===== src/rtl/bcc_pkg.sv =====
package bcc_pkg;
    typedef enum logic [2:0] {
        ST_IDLE,
        ST_ADDR,
        ST_STROBE,
        ST_DONE,
        ST_HELD
    } bcc_state_e;
endpackage


===== src/rtl/bcc_seq.sv =====
module bcc_seq
    import bcc_pkg::*;
(
    input  logic       clk,
    input  logic       rst_n,
    input  logic       req_valid,
    input  logic       ready,
    input  logic       hold,
    output bcc_state_e state,
    output logic       load
);
    bcc_state_e nxt;

    always_ff @(posedge clk or negedge rst_n) begin
        if (!rst_n) state <= ST_IDLE;
        else        state <= nxt;
    end

    always_comb begin
        nxt = state;
        unique case (state)
            ST_IDLE: begin
                if (hold)           nxt = ST_HELD;
                else if (req_valid) nxt = ST_ADDR;
            end
            ST_ADDR:   nxt = ST_STROBE;
            ST_STROBE: if (ready) nxt = ST_DONE;
            ST_DONE: begin
                if (hold)           nxt = ST_HELD;
                else if (req_valid) nxt = ST_ADDR;
                else                nxt = ST_IDLE;
            end
            ST_HELD:   if (!hold) nxt = ST_IDLE;
            default:   nxt = ST_IDLE;
        endcase
    end

    // fields are captured on the way into the address phase
    assign load = (nxt == ST_ADDR);
endmodule


===== src/rtl/bcc_latch.sv =====
module bcc_latch #(
    parameter int AW = 16,
    parameter int DW = 8
) (
    input  logic          clk,
    input  logic          rst_n,
    input  logic          load,
    input  logic          cap_rd,
    input  logic [AW-1:0] req_addr,
    input  logic [DW-1:0] req_wdata,
    input  logic          req_write,
    input  logic          req_io,
    input  logic [DW-1:0] bus_din,
    output logic [AW-1:0] lat_addr,
    output logic [DW-1:0] lat_wdata,
    output logic          lat_write,
    output logic          lat_io,
    output logic [DW-1:0] lat_rdata
);
    always_ff @(posedge clk or negedge rst_n) begin
        if (!rst_n) begin
            lat_addr  <= '0;
            lat_wdata <= '0;
            lat_write <= 1'b0;
            lat_io    <= 1'b0;
        end else if (load) begin
            lat_addr  <= req_addr;
            lat_wdata <= req_wdata;
            lat_write <= req_write;
            lat_io    <= req_io;
        end
    end

    always_ff @(posedge clk or negedge rst_n) begin
        if (!rst_n)      lat_rdata <= '0;
        else if (cap_rd) lat_rdata <= bus_din;
    end
endmodule


===== src/rtl/bcc_drive.sv =====
module bcc_drive
    import bcc_pkg::*;
(
    input  logic       clk,
    input  logic       rst_n,
    input  bcc_state_e state,
    input  logic       lat_write,
    output logic       hlda,
    output logic       req_done,
    output logic       rd_n,
    output logic       wr_n,
    output logic       own_q,
    output logic       dout_oe
);
    // strobe, done and acknowledge levels decoded from the state
    always_comb begin
        rd_n     = 1'b1;
        wr_n     = 1'b1;
        req_done = 1'b0;
        hlda     = 1'b0;
        unique case (state)
            ST_IDLE, ST_ADDR: ;
            ST_STROBE: begin
                rd_n = lat_write;
                wr_n = !lat_write;
            end
            ST_DONE: req_done = 1'b1;
            ST_HELD: hlda = 1'b1;
            default: ;
        endcase
    end

    // ownership flips half a clock after the acknowledge changes
    always_ff @(negedge clk or negedge rst_n) begin
        if (!rst_n) own_q <= 1'b1;
        else        own_q <= !hlda;
    end

    assign dout_oe = own_q && lat_write &&
                     (state == ST_ADDR || state == ST_STROBE || state == ST_DONE);
endmodule


===== src/rtl/bus_cycle_ctrl.sv =====
module bus_cycle_ctrl
    import bcc_pkg::*;
#(
    parameter int AW = 16,
    parameter int DW = 8
) (
    input  logic          clk,
    input  logic          rst_n,
    input  logic          req_valid,
    input  logic [AW-1:0] req_addr,
    input  logic [DW-1:0] req_wdata,
    input  logic          req_write,
    input  logic          req_io,
    output logic          req_done,
    output logic [DW-1:0] req_rdata,
    input  logic          ready,
    input  logic          hold,
    output logic          hlda,
    output logic [AW-1:0] bus_addr,
    output logic          bus_addr_oe,
    output logic [DW-1:0] bus_dout,
    output logic          bus_dout_oe,
    input  logic [DW-1:0] bus_din,
    output logic          bus_rd_n,
    output logic          bus_rd_oe,
    output logic          bus_wr_n,
    output logic          bus_wr_oe,
    output logic          bus_io_m,
    output logic          bus_iom_oe
);
    bcc_state_e    state;
    logic          load;
    logic          cap_rd;
    logic          lat_write;
    logic          lat_io;
    logic          own_q;
    logic [AW-1:0] lat_addr;
    logic [DW-1:0] lat_wdata;

    bcc_seq u_seq (
        .clk       (clk),
        .rst_n     (rst_n),
        .req_valid (req_valid),
        .ready     (ready),
        .hold      (hold),
        .state     (state),
        .load      (load)
    );

    assign cap_rd = (state == ST_STROBE) && ready && !lat_write;

    bcc_latch #(.AW(AW), .DW(DW)) u_latch (
        .clk       (clk),
        .rst_n     (rst_n),
        .load      (load),
        .cap_rd    (cap_rd),
        .req_addr  (req_addr),
        .req_wdata (req_wdata),
        .req_write (req_write),
        .req_io    (req_io),
        .bus_din   (bus_din),
        .lat_addr  (lat_addr),
        .lat_wdata (lat_wdata),
        .lat_write (lat_write),
        .lat_io    (lat_io),
        .lat_rdata (req_rdata)
    );

    bcc_drive u_drive (
        .clk       (clk),
        .rst_n     (rst_n),
        .state     (state),
        .lat_write (lat_write),
        .hlda      (hlda),
        .req_done  (req_done),
        .rd_n      (bus_rd_n),
        .wr_n      (bus_wr_n),
        .own_q     (own_q),
        .dout_oe   (bus_dout_oe)
    );

    assign bus_addr    = lat_addr;
    assign bus_dout    = lat_wdata;
    assign bus_io_m    = lat_io;
    assign bus_addr_oe = own_q;
    assign bus_rd_oe   = own_q;
    assign bus_wr_oe   = own_q;
    assign bus_iom_oe  = own_q;
endmodule


===== config.mk =====
export PLATFORM = sky130hd
export DESIGN_NAME = bus_cycle_ctrl
export DESIGN_NICKNAME = d
export VERILOG_FILES = /design/src/rtl/bcc_pkg.sv /design/src/rtl/bcc_seq.sv /design/src/rtl/bcc_latch.sv /design/src/rtl/bcc_drive.sv /design/src/rtl/bus_cycle_ctrl.sv
export SDC_FILE = /design/constraint.sdc
export NUM_CORES = 1
export LEC_CHECK = 0
export BUFFER_PORTS_ARGS = -buffer_cell sky130_fd_sc_hd__buf_2
export CORE_MARGIN = 10
export CORE_UTILIZATION = 30
export CTS_CLUSTER_DIAMETER = 50
export DETAILED_ROUTE_END_ITERATION = 6
export HOLD_SLACK_MARGIN = 0.1
export PLACE_DENSITY = 0.66
export SYNTH_ARGS = -nofsm -noshare
export SYNTH_HDL_FRONTEND = slang
export SYNTH_SLANG_ARGS = --single-unit
export TNS_END_PERCENT = 10

===== constraint.sdc =====
create_clock -name clk -period 2 [get_ports clk]
set_clock_uncertainty 0.05 [all_clocks]
set_input_delay 0 -clock clk [delete_from_list [all_inputs] [get_ports clk]]
set_output_delay 0 -clock clk [all_outputs]
set_load 0.005 [all_outputs]

==> flow_summary_export.csv <==
group,metric,value,unit
status,status,"finished, violations left",
status,violations,"negative setup slack",
placement,dp_cells,241,
cells_and_area,fin_cells,286,
route,ant_nets,0,
cells_and_area,n_antenna_cell,0,
clock_network,path_clk_slew,80,ps
clock_network,cts_max_path_buffers,2,
timing,rsz0062_at_grt,"true",
placement,io_buffers,80,
synthesis,synth.net_count,133,
power_and_ir_drop,switchingPower,0.9222,mW
cells_and_area,fin_util,52.10,%
synthesis,ys_seq_elements,38,
power_and_ir_drop,switching_share,27.66,%
timing,finalSetupTns,-788.3,ps
global_routing,grt_pass1_vias,1434,
timing,setup_slack,-250.2,ps
synthesis,yosys.area_share.simple,6.156,%
cells_and_area,synthToLayoutAreaGrowth,65.81,%
synthesis,synthMuxAreaShare,25.46,%
cells_and_area,drive_gt1_share,58.90,%
timing,setup_viol,5,
power_and_ir_drop,combPwrFrac,35.7,%
clock_network,cts.sinks,38,
floorplan,die_y,90.81,um
floorplan,initial_core_util,31.42,%
cells_and_area,num-nets-final,257,
min_path,hold_path_class,"in -> reg",
clock_network,clk_latency,280,ps
synthesis,synth_top_family_by_area,"multiplexers",
timing,tightest_slew,474.1,ps
floorplan,coreArea,4786,um2
synthesis,synth-compound-area-share,0.4992,%
power_and_ir_drop,seqPwrFrac,40.0,%
clock_network,root_buffer,"clkbuf_8",
power_and_ir_drop,pwr-share-clk,24.4,%
timing,whs,168.3,ps
synthesis,synthAdderAreaFrac,0,%
power_and_ir_drop,p_per_area,1337,nW/um2
synthesis,ys_seq_area_share,63.31,%
route,vias,1185,
run,drv_cap,0,
timing,slew_headroom,68.39,%
synthesis,syn_area,1504,um2
global_routing,antenna_found_initial,0,
placement,post-dp-hpwl,2978,um
worst_setup_path,critPathCaptureType,"primary output",
global_routing,grt_start_max_net_pins,38,
worst_setup_path,cp.required,1950,ps
synthesis,syn_inst,94,
global_routing,globalRouteOverflowTotal,0,
route,wirelength,4174,um
synthesis,ys_types,19,
placement,pre_cts_ws,86.55,ps
clock_network,tritoncts,"done",
cells_and_area,nFillCells,435,
timing,finalHoldViolations,0,
floorplan,boundaryPins,81,
worst_setup_path,path_class,"reg -> out",
power_and_ir_drop,ir_drop,0.6145,mV
worst_setup_path,cp-start-kind,"register",
synthesis,yosysWarnings,0,
global_routing,grt_pass1_wl,7031,um
route,vias_per_cell,4.143,
worst_setup_path,cp_max_fo,2,
timing,drv_slew,0,
power_and_ir_drop,power.internal,2.411,mW
route,initialDrtViolationCount,33,
clock_network,htree_levels,2,
global_routing,gr-usage-all-layers,10.61,%
power_and_ir_drop,leakage,1.218,nW
floorplan,dieArea,8246,um2
synthesis,synth_xor_area_share,1.082,%
clock_network,cts_buffers,5,
synthesis,avgSynthCellArea,16.00,um2
route,drt_pass1_iterations,4,
route,drc,0,
route,wl_per_cell,14.59,um
floorplan,rows,25,
worst_setup_path,cp.arrival,2200,ps
floorplan,die_x,90.81,um
placement,gp_congestion,0.6557,
-- area by class of cell --
cell class                 instances  area, um2  area share, %
clock inverter                     3      63.81          2.559
multi-input combinational         49      499.2          20.02
inverter                           1      3.754         0.1505
tap                               67      83.83          3.362
clock buffer                       6      82.58          3.312
sequential                        38      952.2          38.18
timing repair buffer             122      808.3          32.41
-- cell usage in the layout, fill, tap and decap left out, drive strengths merged, types with 2 or more instances in the layout --
cell / Yosys / routed
buf: 5 / 85
dlygate4sd3: 0 / 37
dfrtp: 37 / 37
mux2: 34 / 34
clkbuf: 0 / 6
nor2: 4 / 4
inv: 2 / 2
nand2: 2 / 2
bufinv: 0 / 2
-- through the flow --
step	area [um2]	total power [mW]
detailed placement	1981	2.528
CTS	2494	3.406
global route	2494	3.605
finish	2494	3.333
floorplan	1504	1.948
global placement	1981	2.487
-- registers in the layout, summed over array words and instances, names as in the netlist --
| name | count |
|---|---|
| u_drive.own_q | 1 |
| u_latch.lat_addr | 16 |
| u_latch.lat_io | 1 |
| u_latch.lat_rdata | 8 |
| u_latch.lat_wdata | 8 |
| u_latch.lat_write | 1 |
| u_seq.state | 3 |
-- logic make-up after synthesis --
group	count (synthesis)
multiplexers	34
buffers and inverters	7
AND/OR/NAND/NOR	13
flip-flops	38
XOR/XNOR	1
AO/OA/AOI/OAI	1
-- cell usage after synthesis --
library cell / count / area [um2]
nor2_1: 3 / 11.26
buf_4: 3 / 22.52
o21a_1: 1 / 7.510
xnor2_2: 1 / 16.27
and2_1: 1 / 6.260
nand4bb_1: 1 / 11.26
nor3b_1: 1 / 7.510
mux2_1: 2 / 22.52
nand3_4: 1 / 17.52
nor4bb_1: 1 / 10.01
mux2_2: 32 / 360.4
nor2_2: 1 / 6.260
nand2_1: 2 / 7.510
dfstp_2: 1 / 26.28
dfrtp_1: 37 / 925.9
inv_1: 2 / 7.510
and3b_1: 1 / 8.760
buf_6: 2 / 22.52
nand2b_1: 1 / 6.260
-- per-layer routing --
layer / vias up / track usage, % / routed length [um]
li1: 570 / - / -
met1: 559 / 10.71 / 1574
met2: 51 / 17.19 / 2019
met3: 5 / 6.733 / 515
met4: 0 / 4.308 / 64
met5: - / 0 / 0
-- worst max-delay path: stages, from the launching register on --
cell and delay [ps]:
dfstp_2 520, nor4bb_1 170, buf_2 160
-- path summary, 6_finish.rpt --
| kind | start | endpoint | slack, ps | cells past startpoint |
|---|---|---|---|---|
| worst max-delay path | u_drive.own_q | bus_dout_oe | -250 | 2 |
| worst min-delay path | req_valid | u_seq.state[0] | 170 | 3 |
| worst max register to register | u_seq.state[1] | u_drive.own_q | 250 | 3 |
| worst min register to register | u_latch.lat_addr[8] | u_latch.lat_addr[8] | 440 | 1 |
| max in group asynchronous | rst_n | u_drive.own_q | 750 | 2 |
| min in group asynchronous | rst_n | u_seq.state[0] | 300 | 3 |
-- power groups by stage --
stage                     clock [mW]  combinational (mW)  sequential [mW]
after floorplan              0.00626               0.545             1.40
after global placement       0.00626                1.15             1.33
after detailed placement     0.00626                1.17             1.35
after CTS                      0.839                1.23             1.34
after global routing           0.878                1.33             1.40
final                          0.812                1.19             1.33
-- timing repair --
item	CTS	global route
hold endpoints to repair	73	0
hold buffers	37	0
endpoints found under the setup margin	5	5
resized for setup	0	0
buffers inserted	0	0
Note: power is estimated with default switching activity, not from simulation.
